### src/rtl/pmsg_pkg.sv
package pmsg_pkg;

  localparam int ENT_W     = 64;
  localparam int VEC_LSB   = 0;
  localparam int DMODE_LSB = 8;
  localparam int DSTM_BIT  = 11;
  localparam int TRIG_BIT  = 15;
  localparam int MASK_BIT  = 16;
  localparam int DEST_LSB  = 56;

  localparam int HINT_BIT       = 3;
  localparam int ADDR_DSTM_BIT  = 2;
  localparam int ADDR_DEST_LSB  = 12;
  localparam int DATA_TRIG_BIT  = 15;
  localparam int DATA_IRR_BIT   = 14;
  localparam int DATA_DMODE_LSB = 8;

  typedef enum logic [2:0] {
    DM_FIXED  = 3'b000,
    DM_LOWPRI = 3'b001,
    DM_SMGMT  = 3'b010,
    DM_RREAD  = 3'b011,
    DM_NMASK  = 3'b100,
    DM_RESET  = 3'b101,
    DM_START  = 3'b110,
    DM_EXTERN = 3'b111
  } dmode_e;

  typedef struct packed {
    logic [7:0] dest;
    logic       mask;
    logic       level;
    logic       dstm;
    dmode_e     dmode;
    logic [7:0] vec;
  } route_t;

  function automatic route_t unpack_route(input logic [ENT_W-1:0] e);
    route_t r;
    r.dest  = e[DEST_LSB +: 8];
    r.mask  = e[MASK_BIT];
    r.level = e[TRIG_BIT];
    r.dstm  = e[DSTM_BIT];
    r.dmode = dmode_e'(e[DMODE_LSB +: 3]);
    r.vec   = e[VEC_LSB +: 8];
    return r;
  endfunction

endpackage

### src/rtl/pmsg_pin_state.sv
module pmsg_pin_state #(
  parameter int NPINS = 24
) (
  input  logic               clk,
  input  logic               rst_n,
  input  logic [NPINS-1:0]   req_i,
  input  logic [NPINS-1:0]   mask_i,
  input  logic [NPINS-1:0]   level_i,
  input  logic [NPINS*8-1:0] vec_i,
  input  logic [NPINS-1:0]   load_i,
  input  logic [NPINS-1:0]   set_i,
  input  logic               eoi_valid_i,
  input  logic [7:0]         eoi_vec_i,
  output logic [NPINS-1:0]   elig_o,
  output logic [NPINS-1:0]   irr_o,
  output logic [NPINS-1:0]   irr_clr_o
);

  logic [NPINS-1:0] pend_q;
  logic [NPINS-1:0] irr_q;

  for (genvar i = 0; i < NPINS; i++) begin : g_pin
    logic hit;
    logic do_set;
    logic do_clr;

    assign do_set = set_i[i];
    assign hit    = eoi_valid_i && level_i[i] && (vec_i[i*8 +: 8] == eoi_vec_i);
    assign do_clr = hit && !do_set;

    always_ff @(posedge clk or negedge rst_n) begin
      if (!rst_n) begin
        pend_q[i] <= 1'b0;
      end else begin
        pend_q[i] <= (pend_q[i] && !load_i[i]) || (req_i[i] && !mask_i[i]);
      end
    end

    always_ff @(posedge clk or negedge rst_n) begin
      if (!rst_n) begin
        irr_q[i] <= 1'b0;
      end else if (do_set) begin
        irr_q[i] <= 1'b1;
      end else if (do_clr) begin
        irr_q[i] <= 1'b0;
      end
    end

    assign elig_o[i]    = pend_q[i] && !mask_i[i] && !(level_i[i] && irr_q[i]);
    assign irr_clr_o[i] = do_clr;
  end

  assign irr_o = irr_q;

endmodule

### src/rtl/pmsg_pick.sv
module pmsg_pick #(
  parameter int NPINS = 24
) (
  input  logic [NPINS-1:0] cand_i,
  output logic [NPINS-1:0] gnt_o,
  output logic             any_o
);

  always_comb begin
    gnt_o = '0;
    for (int i = NPINS - 1; i >= 0; i--) begin
      if (cand_i[i]) begin
        gnt_o    = '0;
        gnt_o[i] = 1'b1;
      end
    end
  end

  assign any_o = |cand_i;

endmodule

### src/rtl/pmsg_out_stage.sv
module pmsg_out_stage
  import pmsg_pkg::*;
#(
  parameter int          NPINS     = 24,
  parameter logic [31:0] BASE_ADDR = 32'hFEE0_0000
) (
  input  logic             clk,
  input  logic             rst_n,
  input  logic             load_i,
  input  logic [NPINS-1:0] load_gnt_i,
  input  route_t           route_i,
  input  logic             irr_i,
  output logic             valid_o,
  input  logic             ready_i,
  output logic [31:0]      addr_lo_o,
  output logic [31:0]      data_o,
  output logic [NPINS-1:0] owner_o,
  output logic             owner_level_o
);

  logic [31:0] addr_n;
  logic [31:0] data_n;
  logic        fire;

  always_comb begin
    addr_n = BASE_ADDR;
    addr_n[ADDR_DEST_LSB +: 8] = addr_n[ADDR_DEST_LSB +: 8] | route_i.dest;
    addr_n[HINT_BIT]      = 1'b1;
    addr_n[ADDR_DSTM_BIT] = addr_n[ADDR_DSTM_BIT] | route_i.dstm;
  end

  always_comb begin
    data_n = '0;
    data_n[DATA_TRIG_BIT]       = route_i.level;
    data_n[DATA_IRR_BIT]        = irr_i;
    data_n[DATA_DMODE_LSB +: 3] = route_i.dmode;
    data_n[7:0]                 = route_i.vec;
  end

  assign fire = valid_o && ready_i;

  always_ff @(posedge clk or negedge rst_n) begin
    if (!rst_n) begin
      valid_o       <= 1'b0;
      addr_lo_o     <= '0;
      data_o        <= '0;
      owner_o       <= '0;
      owner_level_o <= 1'b0;
    end else if (load_i) begin
      valid_o       <= 1'b1;
      addr_lo_o     <= addr_n;
      data_o        <= data_n;
      owner_o       <= load_gnt_i;
      owner_level_o <= route_i.level;
    end else if (fire) begin
      valid_o <= 1'b0;
      owner_o <= '0;
    end
  end

endmodule

### src/rtl/pin_msg_engine.sv
module pin_msg_engine
  import pmsg_pkg::*;
#(
  parameter int          NPINS     = 24,
  parameter logic [31:0] BASE_ADDR = 32'hFEE0_0000
) (
  input  logic                     clk,
  input  logic                     rst_n,
  input  logic [NPINS-1:0]         pin_req,
  input  logic [NPINS*ENT_W-1:0]   entries_i,
  input  logic                     eoi_valid,
  input  logic [7:0]               eoi_vector,
  output logic                     msg_valid,
  input  logic                     msg_ready,
  output logic [31:0]              msg_addr_lo,
  output logic [31:0]              msg_addr_hi,
  output logic [31:0]              msg_data,
  output logic [NPINS-1:0]         dstat_clr_o,
  output logic [NPINS-1:0]         irr_set_o,
  output logic [NPINS-1:0]         irr_clr_o
);

  logic [NPINS-1:0]   mask_v;
  logic [NPINS-1:0]   level_v;
  logic [NPINS*8-1:0] vec_v;
  route_t             route_a [NPINS];

  for (genvar i = 0; i < NPINS; i++) begin : g_unpack
    assign route_a[i]        = unpack_route(entries_i[i*ENT_W +: ENT_W]);
    assign mask_v[i]         = route_a[i].mask;
    assign level_v[i]        = route_a[i].level;
    assign vec_v[i*8 +: 8]   = route_a[i].vec;
  end

  logic [NPINS-1:0] elig;
  logic [NPINS-1:0] irr;
  logic [NPINS-1:0] gnt;
  logic             any;
  logic             load;
  logic [NPINS-1:0] load_vec;
  logic [NPINS-1:0] owner;
  logic             owner_level;
  logic             fire;
  logic [NPINS-1:0] done_vec;
  logic [NPINS-1:0] set_vec;
  route_t           sel_route;
  logic             sel_irr;

  assign load     = any && !msg_valid;
  assign load_vec = gnt & {NPINS{load}};
  assign fire     = msg_valid && msg_ready;
  assign done_vec = owner & {NPINS{fire}};
  assign set_vec  = done_vec & {NPINS{owner_level}};

  always_comb begin
    sel_route = '0;
    sel_irr   = 1'b0;
    for (int i = 0; i < NPINS; i++) begin
      if (gnt[i]) begin
        sel_route = route_a[i];
        sel_irr   = irr[i];
      end
    end
  end

  pmsg_pin_state #(.NPINS(NPINS)) u_state (
    .clk         (clk),
    .rst_n       (rst_n),
    .req_i       (pin_req),
    .mask_i      (mask_v),
    .level_i     (level_v),
    .vec_i       (vec_v),
    .load_i      (load_vec),
    .set_i       (set_vec),
    .eoi_valid_i (eoi_valid),
    .eoi_vec_i   (eoi_vector),
    .elig_o      (elig),
    .irr_o       (irr),
    .irr_clr_o   (irr_clr_o)
  );

  pmsg_pick #(.NPINS(NPINS)) u_pick (
    .cand_i (elig),
    .gnt_o  (gnt),
    .any_o  (any)
  );

  pmsg_out_stage #(.NPINS(NPINS), .BASE_ADDR(BASE_ADDR)) u_out (
    .clk           (clk),
    .rst_n         (rst_n),
    .load_i        (load),
    .load_gnt_i    (gnt),
    .route_i       (sel_route),
    .irr_i         (sel_irr),
    .valid_o       (msg_valid),
    .ready_i       (msg_ready),
    .addr_lo_o     (msg_addr_lo),
    .data_o        (msg_data),
    .owner_o       (owner),
    .owner_level_o (owner_level)
  );

  assign msg_addr_hi = '0;
  assign dstat_clr_o = done_vec;
  assign irr_set_o   = set_vec;

endmodule

### config.mk
export PLATFORM = sky130hd
export DESIGN_NAME = pin_msg_engine
export DESIGN_NICKNAME = d
export VERILOG_FILES = /design/src/rtl/pmsg_pkg.sv /design/src/rtl/pmsg_pin_state.sv /design/src/rtl/pmsg_pick.sv /design/src/rtl/pmsg_out_stage.sv /design/src/rtl/pin_msg_engine.sv
export SDC_FILE = /design/constraint.sdc
export NUM_CORES = 1
export LEC_CHECK = 0
export BUFFER_PORTS_ARGS = -buffer_cell sky130_fd_sc_hd__buf_4
export CORE_AREA = 5 5 673 675
export DETAILED_ROUTE_END_ITERATION = 10
export DIE_AREA = 0 0 678 680
export PLACE_DENSITY = 0.3
export SETUP_SLACK_MARGIN = 0.02
export SKIP_LAST_GASP = 1
export SLEW_MARGIN = 20
export SYNTH_ARGS = -nofsm -noshare
export SYNTH_HDL_FRONTEND = slang
export SYNTH_SLANG_ARGS = --single-unit
### constraint.sdc
create_clock -name clk -period 4.15 [get_ports clk]
set_input_delay 0.2075 -clock clk [delete_from_list [all_inputs] [get_ports clk]]
set_output_delay 0.2075 -clock clk [all_outputs]
set_load 0.01 [all_outputs]
==> Word level (Yosys, flattened, before mapping) <==
Index checks and enable logic that the tools add are counted.
{ "word_totals": {"regBits": 98, "input_bits": 1572, "wordCells": 545, "out_inout_bits": 169} }
{ "op_classes": {"bitwise_logic": 3, "eq_ne": 24, "muxes": 124, "n_reduce_logical": 341} }
{ "op_table": {"columns": ["operator", "count"], "rows": [
  ["$mux W24", 26],
  ["$mux W22", 24],
  ["$logic_and A1 B1 Y1", 194],
  ["$eq A8 B8 Y1", 24],
  ["$logic_not A1 Y1", 97],
  ["$mux W1", 74],
  ["$and A24 B24 Y24", 3],
  ["$reduce_bool A2 Y1", 25],
  ["$logic_or A1 B1 Y1", 24],
  ["$reduce_or A24 Y1", 1]
]} }

==> Logic depth before layout (Yosys ltp) <==
{ "depth": {"word_depth": 51, "ltp_mapped": 12, "depth_no_buf": 8} }

==> By module <==
A second synthesis with hierarchy kept.
{ "hier_totals": {"hier_cells": 1543, "hier_area_um2": 12622.1} }
{ "modules_own_cells": {"columns": ["module", "cells_each", "n_inst", "area_per_inst_um2", "seq_area_each_um2"], "rows": [
  ["pin_msg_engine", 793, 1, 5247.5, 0.0],
  ["pmsg_pin_state", 528, 1, 4818.4, 1201.2],
  ["pmsg_out_stage", 175, 1, 2239.6, 1201.2],
  ["pmsg_pick", 47, 1, 316.6, 0.0]
]} }

==> Least setup slack after synthesis <==
Ideal clock, no wire load.
{ "synth_path": {"path_kind": "register to register", "start": "register u_state.pend_q[13]", "end": "register u_out.addr_lo_o[18]", "n_path_buf": 1, "stages_incl_launch_ff": 10, "t_required_ns": 4.074, "period_less_slack_ns": 2.905, "slack_ns": 1.245, "arrival_ns": 2.829, "setup_time_ns": 0.076, "path_cell_list": "dfrtp_1 nor2b_1 a222oi_1 nand4_4 or4_4 buf_6 nand3_2 and3b_1 or4_1 o21ai_1"} }
{ "synth_via": {"elab_chain_cells": 40, "elab_cells_between_ends": 42, "cone_classes": "mux: 38; reduce/logical: 4"} }
{ "synth_lines": {"columns": ["element", "line_no", "source"], "rows": [
  ["from (decl)", "pmsg_pin_state.sv:19", "logic [NPINS-1:0] pend_q;"],
  ["from (signal, indexed assignment)", "pmsg_pin_state.sv:35", "pend_q[i] <= (pend_q[i] && !load_i[i]) || (req_i[i] && !mask_i[i]);"],
  ["$logic_and A1 B1 Y1 * (2 in a row)", "pmsg_pin_state.sv:49", "assign elig_o[i] = pend_q[i] && !mask_i[i] && !(level_i[i] && irr_q[i]);"],
  ["$mux W24 (14 in a row)", "pmsg_pick.sv:12", "if (cand_i[i]) begin"],
  ["$mux W22 (24 in a row)", "pin_msg_engine.sv:59", "if (gnt[i]) begin"],
  ["to (signal assigned)", "pmsg_out_stage.sv:51", "addr_lo_o <= addr_n;"],
  ["to (decl)", "pmsg_out_stage.sv:15", "output logic [31:0] addr_lo_o,"]
]} }
Mark *: on every way between the ends. The rest lies on a longest branch, timed or not.
A chain may end at the register's enable or synchronous reset.

==> Worst setup path after layout <==
{ "layout_path": {"start": "input entries_i[16]", "end": "register u_out.data_o[4]"} }
{ "layout_via": {"elab_chain_cells": 28, "elab_cells_between_ends": 30, "cone_classes": "mux: 25; reduce/logical: 5"} }
{ "layout_lines": {"columns": ["element", "line_no", "source"], "rows": [
  ["from (decl)", "pin_msg_engine.sv:10", "input logic [NPINS*ENT_W-1:0] entries_i,"],
  ["$logic_not A1 Y1 *", "pmsg_pin_state.sv:49", null],
  ["$logic_and A1 B1 Y1 * (2 in a row)", "pmsg_pin_state.sv:49", null],
  ["$mux W24", "pmsg_pick.sv:12", null],
  ["$mux W22 (24 in a row)", "pin_msg_engine.sv:59", null],
  ["to (signal assigned)", "pmsg_out_stage.sv:52", "data_o <= data_n;"],
  ["to (decl)", "pmsg_out_stage.sv:16", "output logic [31:0] data_o,"]
]} }
Marks and branches as above.

==> impl_metrics.env <==
export IMPL_cp_max_fo=16
export IMPL_layout_nets=4256
export IMPL_comb_power_share_pct=68.5
export IMPL_syn_area_um2=12200
export IMPL_numPlacedInstances=8583
export IMPL_grt_use_total_pct=9.70
export IMPL_outcome="complete, no violations"
export IMPL_yosysSeqAreaShare_pct=19.7
export IMPL_clockBufferDepth=2
export IMPL_start_util_pct=2.73
export IMPL_power_leakage_nw=10.2
export IMPL_postRouteAntennaNets=0
export IMPL_peakVddDrop_mv=0.220
export IMPL_yosys_area_share_adder_pct=0
export IMPL_synth_top_family_by_area="compound AO/OA/AOI/OAI gates"
export IMPL_cp_start_kind="input pin"
export IMPL_wl_per_cell_um=26.8
export IMPL_die_area_um2=461000
export IMPL_synth_edf_count=0
export IMPL_dp_hpwl_um=214000
export IMPL_setup_ws_ns=0.0777
export IMPL_worstPathArrival_ns=4.38
export IMPL_power_internal_mw=3.24
export IMPL_final_max_slew_violation_count=0
export IMPL_synth_avg_cell_area_um2=7.29
export IMPL_synth_cell_types=86
export IMPL_drtIter0Drc=1679
export IMPL_synth_seq_cells=96
export IMPL_clock_latency_ns=0.46
export IMPL_hold_viol=0
export IMPL_maxCapViolations=0
export IMPL_grt_max_degree=69
export IMPL_clock_skew_ns=0.0266
export IMPL_firstDrtPassIters=8
export IMPL_rsz0062_at_grt="no"
export IMPL_wl_um=233000
export IMPL_synth_area_leaders="dfrtp_1, xnor2_1, buf_4, nand2_1, nor2_1"
export IMPL_cts_inserted_buffers=9
export IMPL_drc_errors=0
export IMPL_worst_slew_pin_slew_ns=1.08
export IMPL_slew_headroom_pct=27.7
export IMPL_synth_async_reset_ratio_pct=100
export IMPL_grt_overflow=0
export IMPL_synth_compound_area_share_pct=28.1
export IMPL_hold_path_class="in2reg"
export IMPL_max_freq_mhz=246
export IMPL_layout_drive_gt1_share_pct=44.6
export IMPL_synth_warnings=0
export IMPL_clkSinkCount=96
export IMPL_switchingPower_mw=3.72
export IMPL_grt_first_pass_wirelength_um=276000
export IMPL_power_density_nw_per_um2=242
export IMPL_cts_root_buffer="clkbuf_16"
export IMPL_finalSetupViolCount=0
export IMPL_yosysTopAreaCell="dfrtp_1"
export IMPL_synthFlopType="dfrtp_1"
export IMPL_floorplan_rows=246
export IMPL_cp_end_kind="flop"
export IMPL_postSynthCellCount=1674
export IMPL_core_area_um2=447000
export IMPL_cts_clk_slew_worst_paths_ns=0.10
export IMPL_crit_type="in2reg"
export IMPL_min_period_ns=4.07
export IMPL_layout_common_cells="buf_4, xnor2_1, nand2_1"
export IMPL_cts_htree_levels=3
export IMPL_tritoncts="built"
export IMPL_layout_commonest_cell="buf_4"
export IMPL_portBuffers=669
export IMPL_io_pins=1741
export IMPL_post_drt_via_cell_ratio=2.21
export IMPL_globalplace_congestion=0.810
export IMPL_period_share_pct=98.1
export IMPL_pre_cts_ws_ns=-0.621
export IMPL_die_w_um=678
export IMPL_antenna_found_initial=172
export IMPL_fin_cells=8679
export IMPL_power_mw=6.96
export IMPL_final_core_util_pct=6.44
export IMPL_cp_required_ns=4.46
export IMPL_synth_simple_area_share_pct=27.0
export IMPL_vias=19200
export IMPL_seq_power_share_pct=16.5
export IMPL_grt_pass1_vias=19400
export IMPL_swShare_pct=53.5
export IMPL_synth_top_area_share_pct=19.7
export IMPL_die_height_um=680
export IMPL_synth_xor_area_share_pct=13.8
export IMPL_synthMuxAreaShare_pct=0.420
export IMPL_clkPwrFrac_pct=15.0
export IMPL_layout_area_overhead_vs_synth_pct=136
[what timing repair did]
action	in CTS	in global routing
pin swaps	7	2
endpoints found under the setup margin	54	5
resized for setup	38	4
hold buffers	36	0
buffers inserted	5	1
cloned	0	0
hold endpoints to repair	91	0
[final timing paths]
check                                   from  depth (start not counted)  slack [ns]                  to
setup / recovery               entries_i[16]                         13        0.08     u_out.data_o[4]
hold / removal                   pin_req[21]                          3        0.06  u_state.pend_q[21]
setup reg to reg           u_state.pend_q[0]                         12        0.20     u_out.data_o[4]
hold reg to reg            u_state.pend_q[8]                          2        0.48   u_state.pend_q[8]
max in group asynchronous              rst_n                          4        2.81   u_state.pend_q[4]
min in group asynchronous              rst_n                          3        0.32   u_out.owner_o[11]
[routing by layer]
layer	up-vias	global-route usage (%)	wire length (um)
met3	310	2.01	13700
met5	-	0	365
met2	1054	18.5	123000
li1	8155	-	-
met1	9594	11.0	88900
met4	58	1.97	6350
[critical path: stages]
cell and delay [ns]:
dlygate4sd3_1 0.58, buf_4 0.16, nand2b_1 0.21, a21oi_2 0.60, buf_4 0.39, o21ai_0 0.16, buf_4 0.16, a22oi_2 0.55
buf_12 0.20, o2111ai_1 0.31, a31oi_2 0.51, buf_4 0.21, a41oi_1 0.11
[flip-flops by register name, indices dropped and copies added, names as in the netlist]
register / count
u_out.owner_o: 24
u_state.irr_o: 24
u_state.pend_q: 24
u_out.data_o: 12
u_out.addr_lo_o: 10
u_out.owner_level_o: 1
u_out.valid_o: 1
[synthesized netlist by cell type (4+ instances only)]
master       n
a2111oi_0   10
a211oi_1    19
a21o_1       5
a21oi_1     64
a221o_1      6
a221oi_1    41
a222oi_1    30
a22o_1      20
a22oi_1     32
a2bb2oi_1    9
a311oi_1     4
a31oi_1      8
a32o_1       5
a32oi_1      8
and2_1      38
and2b_2      5
and3_1      43
buf_1        4
buf_2        8
buf_4      101
clkbuf_1    80
dfrtp_1     96
inv_1       37
mux2i_1      4
nand2_1    157
nand2b_1    14
nand3_1     79
nand4_1     35
nor2_1     155
nor2b_1     18
nor3_1      42
nor4_1      33
o211ai_1     8
o21ai_0    108
o221ai_1    11
o22a_1       9
o22ai_1     45
o31ai_1      8
o32ai_1      6
or3_1        7
xnor2_1    192
[final cells by class]
type | instances | area, um2
well taps | 5952 | 7450
inverters | 37 | 139
multi-input cells | 1404 | 9070
flip-flops and latches | 96 | 2400
diodes | 38 | 95.1
clock inverters | 6 | 58.8
repair buffers | 1136 | 9360
clock buffers | 10 | 229
fillers | 52900 | 418000
[stage by stage]
stage / hold WS [ns] / TNS (ns) / area (um2)
6_report: 0.0637 / 0 / 28800
5_1_grt: 0.0332 / 0 / 28700
3_3_place_gp: 0.305 / -10.56 / 27800
3_5_place_dp: 0.298 / -9.15 / 27800
4_1_cts: 0.00161 / -0.0482 / 28700
2_1_floorplan: -0.0881 / 0 / 12400
[logic make-up (layout without fill, tap and decap cells)]
family | Yosys count | count (layout)
XOR/XNOR | 192 | 192
other | 1 | 101
multiplexers | 5 | 5
AO/OA/AOI/OAI | 483 | 483
flip-flops | 96 | 96
buffers and inverters | 236 | 1189
AND/OR/NAND/NOR | 661 | 661
[power by group through the flow]
stage	Combinational, mW	Sequential (mW)	Clock (mW)
finish	4.77	1.15	1.05
detailed placement	4.92	1.16	0
global route	5.07	1.16	1.14
CTS	5.03	1.15	1.13
floorplan	1.17	1.18	0
global placement	4.94	1.17	0
Note: power is estimated with default switching activity, not from simulation.
